File: config.mk
export PLATFORM = sky130hd
export DESIGN_NAME = tbp_timebase
export DESIGN_NICKNAME = d
export VERILOG_FILES = /design/src/rtl/tbp_pkg.sv /design/src/rtl/tbp_sync.sv /design/src/rtl/tbp_filter.sv /design/src/rtl/tbp_prescale.sv /design/src/rtl/tbp_timebase.sv
export SDC_FILE = /design/constraint.sdc
export NUM_CORES = 1
export LEC_CHECK = 0
export CORE_ASPECT_RATIO = 1.2
export CORE_MARGIN = 4
export CORE_UTILIZATION = 53
export CTS_CLUSTER_SIZE = 40
export DETAILED_ROUTE_END_ITERATION = 8
export PLACE_DENSITY = 0.8
export SYNTH_ARGS = -nofsm -noshare
export SYNTH_HDL_FRONTEND = slang
export SYNTH_SLANG_ARGS = --single-unit
File: constraint.sdc
create_clock -name clk_i -period 2.4 [get_ports clk_i]
set_input_delay 0.72 -clock clk_i [delete_from_list [all_inputs] [get_ports clk_i]]
set_output_delay 0.72 -clock clk_i [all_outputs]
set_load 0.005 [all_outputs]
File: src/rtl/tbp_pkg.sv
package tbp_pkg;
  typedef enum logic [1:0] {
    SRC_PIN  = 2'b00,
    SRC_RSV1 = 2'b01,
    SRC_SYS2 = 2'b10,
    SRC_RSV3 = 2'b11
  } src_e;
endpackage

File: src/rtl/tbp_sync.sv
module tbp_sync #(
  parameter int STAGES = 2
) (
  input  logic clk_i,
  input  logic rst_ni,
  input  logic d_i,
  output logic q_o
);
  logic [STAGES-1:0] sh_q;

  always_ff @(posedge clk_i or negedge rst_ni) begin
    if (!rst_ni) sh_q <= '0;
    else         sh_q <= {sh_q[STAGES-2:0], d_i};
  end

  assign q_o = sh_q[STAGES-1];
endmodule

File: src/rtl/tbp_filter.sv
module tbp_filter #(
  parameter int TS_DEPTH = 2,
  parameter int INT_W    = 2
) (
  input  logic clk_i,
  input  logic rst_ni,
  input  logic smp_en_i,
  input  logic integ_i,
  input  logic din_i,
  output logic dout_o
);
  localparam logic [INT_W-1:0] IMAX = '1;

  logic [TS_DEPTH-1:0] hist_q;
  logic                ts_q, int_q;
  logic [INT_W-1:0]    ic_q, ic_nxt;
  logic                all_hi, all_lo;

  // two-sample: current sample plus history must agree
  assign all_hi = din_i & (&hist_q);
  assign all_lo = ~din_i & ~(|hist_q);

  always_comb begin
    ic_nxt = ic_q;
    if (din_i && ic_q != IMAX)       ic_nxt = ic_q + INT_W'(1);
    else if (!din_i && ic_q != '0)   ic_nxt = ic_q - INT_W'(1);
  end

  always_ff @(posedge clk_i or negedge rst_ni) begin
    if (!rst_ni) begin
      hist_q <= '0;
      ts_q   <= 1'b0;
      ic_q   <= '0;
      int_q  <= 1'b0;
    end else if (smp_en_i) begin
      hist_q <= {hist_q[TS_DEPTH-2:0], din_i};
      if (all_hi)      ts_q <= 1'b1;
      else if (all_lo) ts_q <= 1'b0;
      ic_q <= ic_nxt;
      if (ic_nxt == IMAX)    int_q <= 1'b1;
      else if (ic_nxt == '0) int_q <= 1'b0;
    end
  end

  assign dout_o = integ_i ? int_q : ts_q;
endmodule

File: src/rtl/tbp_prescale.sv
module tbp_prescale #(
  parameter int DIV_W = 8,
  parameter int CNT_W = 24
) (
  input  logic             clk_i,
  input  logic             rst_ni,
  input  logic             en_i,
  input  logic [DIV_W-1:0] div_i,
  output logic             tick_o,
  output logic [CNT_W-1:0] count_o
);
  logic [DIV_W-1:0] pc_q, div_q;
  logic             tick_q;
  logic [CNT_W-1:0] cnt_q;

  always_ff @(posedge clk_i or negedge rst_ni) begin
    if (!rst_ni) begin
      pc_q   <= '0;
      div_q  <= '0;
      tick_q <= 1'b0;
      cnt_q  <= '0;
    end else begin
      tick_q <= 1'b0;
      if (en_i) begin
        if (pc_q == div_q) begin
          pc_q   <= '0;
          div_q  <= div_i;  // new factor only at terminal count
          tick_q <= 1'b1;
          cnt_q  <= cnt_q + CNT_W'(1);
        end else begin
          pc_q <= pc_q + DIV_W'(1);
        end
      end
    end
  end

  assign tick_o  = tick_q;
  assign count_o = cnt_q;
endmodule

File: src/rtl/tbp_timebase.sv
module tbp_timebase
  import tbp_pkg::*;
#(
  parameter int DIV_W    = 8,
  parameter int CNT_W    = 24,
  parameter int SYNC_W   = 2,
  parameter int TS_DEPTH = 2,
  parameter int INT_W    = 2
) (
  input  logic             clk_i,
  input  logic             rst_ni,
  input  logic             ext_clk_i,
  input  logic             chan_flt_en_i,
  input  logic [1:0]       src_sel_i,
  input  logic [DIV_W-1:0] div_i,
  input  logic [1:0]       flt_cfg_i,
  output logic             tick_o,
  output logic [CNT_W-1:0] count_o
);
  logic half_q, pin_s, pin_f, pin_f_q, smp_en, pin_rise, src_en;

  always_ff @(posedge clk_i or negedge rst_ni) begin
    if (!rst_ni) begin
      half_q  <= 1'b0;
      pin_f_q <= 1'b0;
    end else begin
      half_q  <= ~half_q;
      pin_f_q <= pin_f;
    end
  end

  tbp_sync #(.STAGES(SYNC_W)) u_sync (
    .clk_i  (clk_i),
    .rst_ni (rst_ni),
    .d_i    (ext_clk_i),
    .q_o    (pin_s)
  );

  assign smp_en = flt_cfg_i[0] ? chan_flt_en_i : half_q;

  tbp_filter #(.TS_DEPTH(TS_DEPTH), .INT_W(INT_W)) u_filt (
    .clk_i    (clk_i),
    .rst_ni   (rst_ni),
    .smp_en_i (smp_en),
    .integ_i  (flt_cfg_i[1]),
    .din_i    (pin_s),
    .dout_o   (pin_f)
  );

  assign pin_rise = pin_f & ~pin_f_q;

  always_comb begin
    unique case (src_e'(src_sel_i))
      SRC_PIN:  src_en = pin_rise;
      SRC_SYS2: src_en = half_q;
      default:  src_en = 1'b0;
    endcase
  end

  tbp_prescale #(.DIV_W(DIV_W), .CNT_W(CNT_W)) u_pre (
    .clk_i   (clk_i),
    .rst_ni  (rst_ni),
    .en_i    (src_en),
    .div_i   (div_i),
    .tick_o  (tick_o),
    .count_o (count_o)
  );
endmodule

Yosys cells after proc, flatten, opt, wreduce, memory -nomap -nowiden
Index checks and enable logic that the tools add are counted.
{"block": "totals", "register_bits": 51, "in_bits": 16, "out_inout_bits": 25, "wordCells": 51}
{"block": "classes", "addsub": 4, "eq_ne": 4, "mux": 12, "n_bitwise": 7, "reduce_logical": 13}
{"op": "adder 24 x 1 -> 24 bit, second input constant", "count": 1}
{"op": "adder 8 x 1 -> 8 bit, second input constant", "count": 1}
{"op": "equality test 8 bit", "count": 1}
{"op": "2-to-1 mux 1 bit", "count": 8}
{"op": "2-to-1 mux 8 bit", "count": 1}
{"op": "AND reduction 2 bit", "count": 4}
{"op": "nonzero test 2 bit", "count": 3}
{"op": "equality test 2 bit, second input constant", "count": 2}
{"op": "zero test 2 bit", "count": 2}
{"op": "2-to-1 mux 2 bit", "count": 2}
{"op": "NOT 1 bit", "count": 4}
{"op": "AND 1 bit", "count": 3}
{"op": "adder 2 x 1 -> 2 bit, second input constant", "count": 1}
{"op": "logical AND 1 bit", "count": 2}
{"op": "!= test 2 bit, second input constant", "count": 1}
{"op": "case mux 1 bit (2 select lines)", "count": 1}
{"op": "OR reduction 2 bit", "count": 1}
{"op": "subtractor 2 x 1 -> 2 bit, second input constant", "count": 1}
{"op": "zero test 1 bit", "count": 1}

Logic depth before layout (Yosys ltp)
Gate-level depths: netlist of run 1.
{"block": "logic_depth", "depth_word": 7, "ltp_mapped": 7, "depth_no_buf": 7}

Modules after synthesis
From an unflattened synthesis of run 1, not the netlist that was laid out.
{"block": "unflattened", "cells_unflattened": 233, "area_unflattened_um2": 2586.2}
{"mod": "tbp_prescale", "n_inst": 1, "cells_per_inst": 193, "area_each_um2": 2113.3, "seq_area_each_um2": 1026.0}
{"mod": "tbp_filter", "n_inst": 1, "cells_per_inst": 30, "area_each_um2": 342.8, "seq_area_each_um2": 150.1}
{"mod": "tbp_timebase", "n_inst": 1, "cells_per_inst": 8, "area_each_um2": 80.1, "seq_area_each_um2": 50.0}
{"mod": "tbp_sync", "n_inst": 1, "cells_per_inst": 2, "area_each_um2": 50.0, "seq_area_each_um2": 50.0}

Worst setup path after synthesis of run 1
No wires, ideal clock.
{"block": "synth_timing", "path_kind": "input to register", "from": "input src_sel_i[0]", "to": "register u_pre.div_q[2]", "setup_time_ns": 0.125, "arrival_time_ns": 1.928, "required_ns": 2.275, "slack_ns": 0.347, "cell_stages": 6, "path_buffers": 2, "path_cell_list": "nor3_1 > o2bb2ai_2 > and3_1 > buf_6 > buf_12 > mux2_2"}
{"block": "synth_via", "elab_chain_len": 3, "word_cells_on_any_way": 4, "cone_classes": "eq/ne: 1; mux: 1; reduce/logical: 2"}
{"element": "from (decl)", "line_no": "tbp_timebase.sv:14", "rtl": "input logic [1:0] src_sel_i,"}
{"element": "equality test 2 bit / zero test 2 bit (equally long branches)", "line_no": "tbp_timebase.sv:53", "rtl": "unique case (src_e'(src_sel_i))"}
{"element": "case mux 1 bit (2 select lines) (*)", "line_no": "tbp_timebase.sv:53"}
{"element": "AND reduction 2 bit (no line) (*)"}
{"element": "to (signal assigned)", "line_no": "tbp_prescale.sv:27", "rtl": "div_q <= div_i;"}
{"element": "to (decl)", "line_no": "tbp_prescale.sv:12", "rtl": "logic [DIV_W-1:0] pc_q, div_q;"}
Every way passes the cells marked *; elsewhere a longest branch is shown, timed or not.
A chain may end at the register's enable or synchronous reset.

Worst setup path after layout of run 1
{"block": "layout_timing", "from": "input src_sel_i[1]", "to": "register u_pre.div_q[4]"}
Same word-level chain as after synthesis.

==> reports/qor.yml, run 1 <==
rsz0062_at_grt: "false"
share_seq_of_total_power_pct: 51.4
startpoint_type: "input pin"
post-cts-setup-buffers: 0
grt_overflow: 0
wl_mm: 4.46
syn_nets: 226
synthTopCellsByArea: "dfrtp_1, xnor2_1, mux2_2"
antenna_found_initial: 0
clkPwrFrac_pct: 21.6
synth-seq-cells: 51
fin_skew_ns: 0.00719
routed-via-count: 1660
cp_data_arrival_time_ns: 2.37
detail-route-antenna-nets: 0
htree_num_levels: 2
yosysTopAreaCell: "dfrtp_1"
design_area_mm2: 0.00302
ys_warn_count: 0
dpl_worst_slack_ns: -0.0912
combPwrFrac_pct: 27.0
synth-edff-count: 0
fp-row-count: 26
coreArea_mm2: 0.00436
worst_slew_pin_slew_ns: 0.633
grt_start_max_net_pins: 33
nNetsFinal: 276
drt_first_pass_iters: 4
outcome: "finished, final reports clean"
p_sw_w: 0.000686
netlist_area_mm2: 0.00244
ctsRootBufferMaster: "clkbuf_8"
first_global_vias: 1682
p_total_w: 0.00224
postCtsResizedCells: 0
drt_iter0_drc: 98
fin_crit_ns: 2.18
p_sw_share_pct: 30.6
layout_setup_ws_ns: 0.224
grt_use_met3_pct: 3.75
critPathMaxFanout: 32
place_area_mm2: 0.00293
clk_pin_slew_ns: 0.09
initial_core_util_pct: 56.1
io_pins: 41
synth_top_flop_cell: "dfrtp_1"
hp-class: "reg -> reg"
insertion_delay_ns: 0.30
final_util_pct: 69.2
cts.sinks: 51
drive_gt1_share_pct: 16.5
cp-end-kind: "flop"
cts_buffers: 5
synth.most_common_cell: "dfrtp_1"
path_class: "in -> reg"
ys_seq_area_share_pct: 52.2
synth_common_cells: "dfrtp_1, xnor2_1, nand2_1, xor2_1"
holdWs_ns: 0.359
drc: 0
fp.dieW_um: 70
cap_viol_max_count: 0
relSlewSlack_pct: 57.5
viasPerCell: 5.34
die_area_mm2: 0.00577
internal-power_w: 0.00155
grt_pass1_wl_mm: 7.75
worstPathRequired_ns: 2.59
die_h_um: 82.4
synth_top_cell_area_share_pct: 52.2
drv_slew: 0
pwr_density_cell_mw_per_mm2: 742
use_met2_pct: 29.0
ys_types: 36
gr-usage-all-layers_pct: 17.2
hold_depth: 0
rrSetupSlack_ns: 0.54
ir_drop_v: 0.000518
hpwlAfterDp_mm: 3.33
synthArstFlopShare_pct: 100
place_congestion: 0.783
post_synth_inst_count: 204
reg2regPathDepth: 5
clockBufferDepth: 2
fin_crit_sh_pct: 90.7
n_antenna_cell: 0
holdBufCountCts: 0
finalSetupViolCount: 0
wl_per_cell_um: 14.3
leakage_nw: 1.36
hold_viol_final: 0
grtUsageMet1_pct: 21.4
busiest_layer: "met2"
syn2layout_area_growth_pct: 23.4
synth_area_per_cell_um2: 12.0
portBuffers: 40
cts_tree: "done"
fmax_mhz: 460
## worst max-delay path, cell delays in order
cell             delay, ns
clkdlybuf4s50_1       0.42
nor3_1                0.30
o2bb2ai_2             0.15
and3_1                0.22
buf_12                0.20
mux2_2                0.35
## power groups by stage
stage          Clock (W)  Sequential, W  Combinational [W]
2_1_floorplan          0        0.00114           0.000453
3_3_place_gp           0        0.00117           0.000590
3_5_place_dp           0        0.00117           0.000606
4_1_cts         0.000497        0.00115           0.000617
5_1_grt         0.000532        0.00118           0.000679
6_report        0.000484        0.00115           0.000604
## metal layers
layer	vias up	wire length, µm
li1	809	-
met1	804	1980
met2	40	2170
met3	7	222
met4	0	93
met5	-	0
## layout by cell type (no fill, tap or decap), drive strengths merged
| cell | instances |
|---|---|
| dfrtp | 51 |
| clkdlybuf4s50 | 39 |
| xnor2 | 21 |
| nand2 | 15 |
| xor2 | 15 |
| mux2 | 15 |
| nor2 | 13 |
| nand4 | 13 |
| nand3 | 12 |
| and3 | 9 |
| buf | 8 |
| ha | 6 |
| clkbuf | 6 |
| o21ai | 5 |
| nor3 | 4 |
| inv | 3 |
| nor2b | 3 |
| and2 | 3 |
| a22o | 3 |
| nor4 | 2 |
| o21bai | 1 |
| mux2i | 1 |
| o2bb2ai | 1 |
| a31oi | 1 |
| a21oi | 1 |
| a2bb2oi | 1 |
| and2b | 1 |
| clkinvlp | 1 |
| clkinv | 1 |
## cells by family after synthesis
| logic type | count (synthesis) | share of synthesized area (%) |
|---|---|---|
| AND/OR/NAND/NOR | 75 | 17.6 |
| multiplexers | 16 | 7.63 |
| buffers and inverters | 7 | 2.76 |
| AO/OA/AOI/OAI | 13 | 3.89 |
| adder cells (fa/ha/maj) | 6 | 3.07 |
| XOR/XNOR | 36 | 12.9 |
| flip-flops | 51 | 52.2 |
## state kept, by name, summed over array words and instances (netlist names)
register and count:
pin_f_q 1, u_pre.div_q 8, u_pre.pc_q 8, u_filt.int_q 1
u_filt.ts_q 1, u_pre.count_o 24, half_q 1, u_sync.sh_q 2
u_filt.ic_q 2, u_pre.tick_o 1, u_filt.hist_q 2
## area by class of cell
cell class,count,area (µm²)
inverters,3,11.3
multi-input cells,146,1100
repair buffers,47,473
well taps,56,70.1
clock inverters,2,12.5
flip-flops and latches,51,1280
clock buffers,6,72.6
fillers,341,1340
## through the flow
stage               TNS [ns]  instances
floorplan                  0        204
global placement      -0.374        303
detailed placement    -0.985        303
CTS                        0        311
global route               0        311
finish                     0        311
## final timing paths
path	to	from
setup / recovery	u_pre.div_q[4]$_DFFE_PN0P_	src_sel_i[1]
hold / removal	u_sync.sh_q[1]$_DFF_PN0_	u_sync.sh_q[0]$_DFF_PN0_
setup reg to reg	u_pre.div_q[4]$_DFFE_PN0P_	u_pre.pc_q[5]$_DFFE_PN0P_
hold reg to reg	u_sync.sh_q[1]$_DFF_PN0_	u_sync.sh_q[0]$_DFF_PN0_
max in group asynchronous	u_pre.div_q[5]$_DFFE_PN0P_	rst_ni
min in group asynchronous	u_pre.count_o[10]$_DFFE_PN0P_	rst_ni
Power figures use the tool's default switching activity.
==> inputs of run 2 (changes only) <==
CTS_CLUSTER_SIZE = 16   (was 40)
==> results of run 2 <==
The final DEF is identical to that of run 1; final timing and power are the same.
==> inputs of run 3 (changes only) <==
CELL_PAD_IN_SITES_DETAIL_PLACEMENT = 1   (was unset)
CELL_PAD_IN_SITES_GLOBAL_PLACEMENT = 1   (was unset)
CORE_UTILIZATION = 42   (was 53)
PLACE_DENSITY = unset   (was 0.8)
PLACE_DENSITY_LB_ADDON = 0.1   (was unset)
SLEW_MARGIN = 40   (was unset)
==> reports/qor.yml, run 3 (synthesis gave the netlist of run 1 again) <==
outcome: "finished, final reports clean"
relSlewSlack_pct: 55.9  # -1.6 points
clk_pin_slew_ns: 0.09  # about the same
layout_setup_ws_ns: 0.186  # -0.0382 ns
reg2regPathDepth: 7  # +2
postCtsResizedCells: 0  # unchanged
drt_iter0_drc: 52  # -47%
layout_common_cells: "dfrtp_1, clkdlybuf4s50_1, xnor2_1"
place_area_mm2: 0.00296  # +0.85%
fin_crit_ns: 2.21  # +0.0382 ns
fin_crit_sh_pct: 92.2  # +1.6 points
rsz0062_at_grt: "false"
cts.sinks: 51  # unchanged
holdBufCountCts: 0  # unchanged
hold_viol_final: 0  # unchanged
coreArea_mm2: 0.00567  # +30%
worstPathRequired_ns: 2.61  # +0.02 ns
critPathMaxFanout: 30  # -6.3%
final_util_pct: 54.6  # -15 points
htree_num_levels: 2  # unchanged
nNetsFinal: 277  # +0.36%
drv_slew: 0  # unchanged
hold_path_startpoint: "u_sync.sh_q[0]$_DFF_PN0_"
path_class: "in -> reg"
dpl_worst_slack_ns: -0.167  # -0.0754 ns
cts_buffers: 5  # unchanged
worstSetupStartpoint: "src_sel_i[0]"
p_total_w: 0.00248  # +11%
initial_core_util_pct: 43.1  # -13 points
insertion_delay_ns: 0.31  # about the same
routed-via-count: 1681  # +1.3%
wl_mm: 4.85  # +8.8%
multiInputGateArea_mm2: 0.00110  # unchanged
fill_cells: 596  # +75%
worst_slew_pin_slew_ns: 0.656  # +0.0235 ns
die_area_mm2: 0.00711  # +23%
first_global_vias: 1793  # +6.6%
r2r-start: "u_pre.pc_q[6]$_DFFE_PN0P_"
fin_skew_ns: 0.0121  # +0.00495 ns
ir_drop_v: 0.000513  # -0.93%
clockBufferDepth: 2  # unchanged
drc: 0  # unchanged
grt_overflow: 0  # unchanged
n_antenna_cell: 0  # unchanged
layout.cells.most_common: "dfrtp_1"
hpwlAfterDp_mm: 3.62  # +8.5%
largest_reg_flops: 24  # unchanged
cp_data_arrival_time_ns: 2.43  # +0.06 ns
endpoint: "u_pre.count_o[7]$_DFFE_PN0P_"
leakage_nw: 1.39  # +1.8%
finalSetupViolCount: 0  # unchanged
viasPerCell: 5.00  # -6.3%
grt_start_max_net_pins: 52  # +58%
portBuffers: 40  # unchanged
rrSetupSlack_ns: 0.45  # -0.09 ns
syn2layout_area_growth_pct: 26.5
rr_endpoint: "u_pre.count_o[7]$_DFFE_PN0P_"
regArea_mm2: 0.00128  # unchanged
cp-end-kind: "flop"
detail-route-antenna-nets: 0  # unchanged
startpoint_type: "input pin"
place_congestion: 0.800  # +2.2%
hp-class: "reg -> reg"
die_h_um: 91.6  # +11%
gr-usage-all-layers_pct: 15.1  # -2.1 points
grt_pass1_wl_mm: 8.51  # +9.8%
fmax_mhz: 452  # -1.7%
cts_tree: "done"
holdWs_ns: 0.358  # -0.000699 ns
antenna_found_initial: 0  # unchanged
pwr_density_cell_mw_per_mm2: 801  # +8.1%
post-cts-setup-buffers: 0  # unchanged
fp-row-count: 30  # +15%
design_area_mm2: 0.00309  # +2.5%
io_pins: 41  # unchanged
ctsRootBufferMaster: "clkbuf_8"
drive_gt1_share_pct: 17.2  # +0.72 points
wl_per_cell_um: 14.4  # +0.74%
cap_viol_max_count: 0  # unchanged
fp.dieW_um: 77.7  # +11%
drt_first_pass_iters: 4  # unchanged
[run 3: changes by cell type in the layout (fill, tap and decap cells not counted)]
cell and delta:
buf_12 -1, buf_4 +2, bufinv_16 +2, clkbuf_1 -1, clkinv_2 -1
[run 3: layout make-up]
cell class                 instances  share of cell area [%]
sequential                        51                    41.3
clock inverter                     3                    2.18
timing repair buffer              48                    15.1
inverter                           3                   0.364
clock buffer                       5                    2.22
tap                               80                    3.24
multi-input combinational        146                    35.6
[run 3: per-layer routing]
layer	track usage, %	wire (µm)	up-vias
li1	-	-	807
met1	18.3	2040	835
met2	25.4	2510	32
met3	3.67	222	7
met4	5.93	87	0
met5	0	0	-
[run 3: stage by stage]
step | TNS [ns] | std cells
after floorplan | 0 | 204
after global placement | -0.391 | 328
after detailed placement | -2.02 | 328
after CTS | 0 | 336
after global routing | 0 | 336
final | 0 | 336
[run 3: worst min path at each step]
stage,to,slack (ns),cells after the start
after floorplan,u_sync.sh_q[1]$_DFF_PN0_,0.33,0
after detailed placement,u_sync.sh_q[1]$_DFF_PN0_,0.34,0
after CTS,u_sync.sh_q[1]$_DFF_PN0_,0.36,0
final,u_sync.sh_q[1]$_DFF_PN0_,0.36,0
after global placement,u_sync.sh_q[1]$_DFF_PN0_,0.33,0
after global routing,u_sync.sh_q[1]$_DFF_PN0_,0.36,0
[run 3: worst max-delay path: stages]
cell and delay, ns:
clkdlybuf4s50_1 0.42, nor3_1 0.32, o2bb2ai_2 0.14, and3_1 0.21, buf_12 0.20, buf_4 0.14
nand2_1 0.05, xnor2_1 0.21
[run 3: where the power goes]
group	internal (W)	switching, W	total (W)
sequential	0.00101	0.000150	0.00116
combinational	0.000340	0.000269	0.000610
clock	0.000416	0.000297	0.000713
total	0.00176	0.000716	0.00248
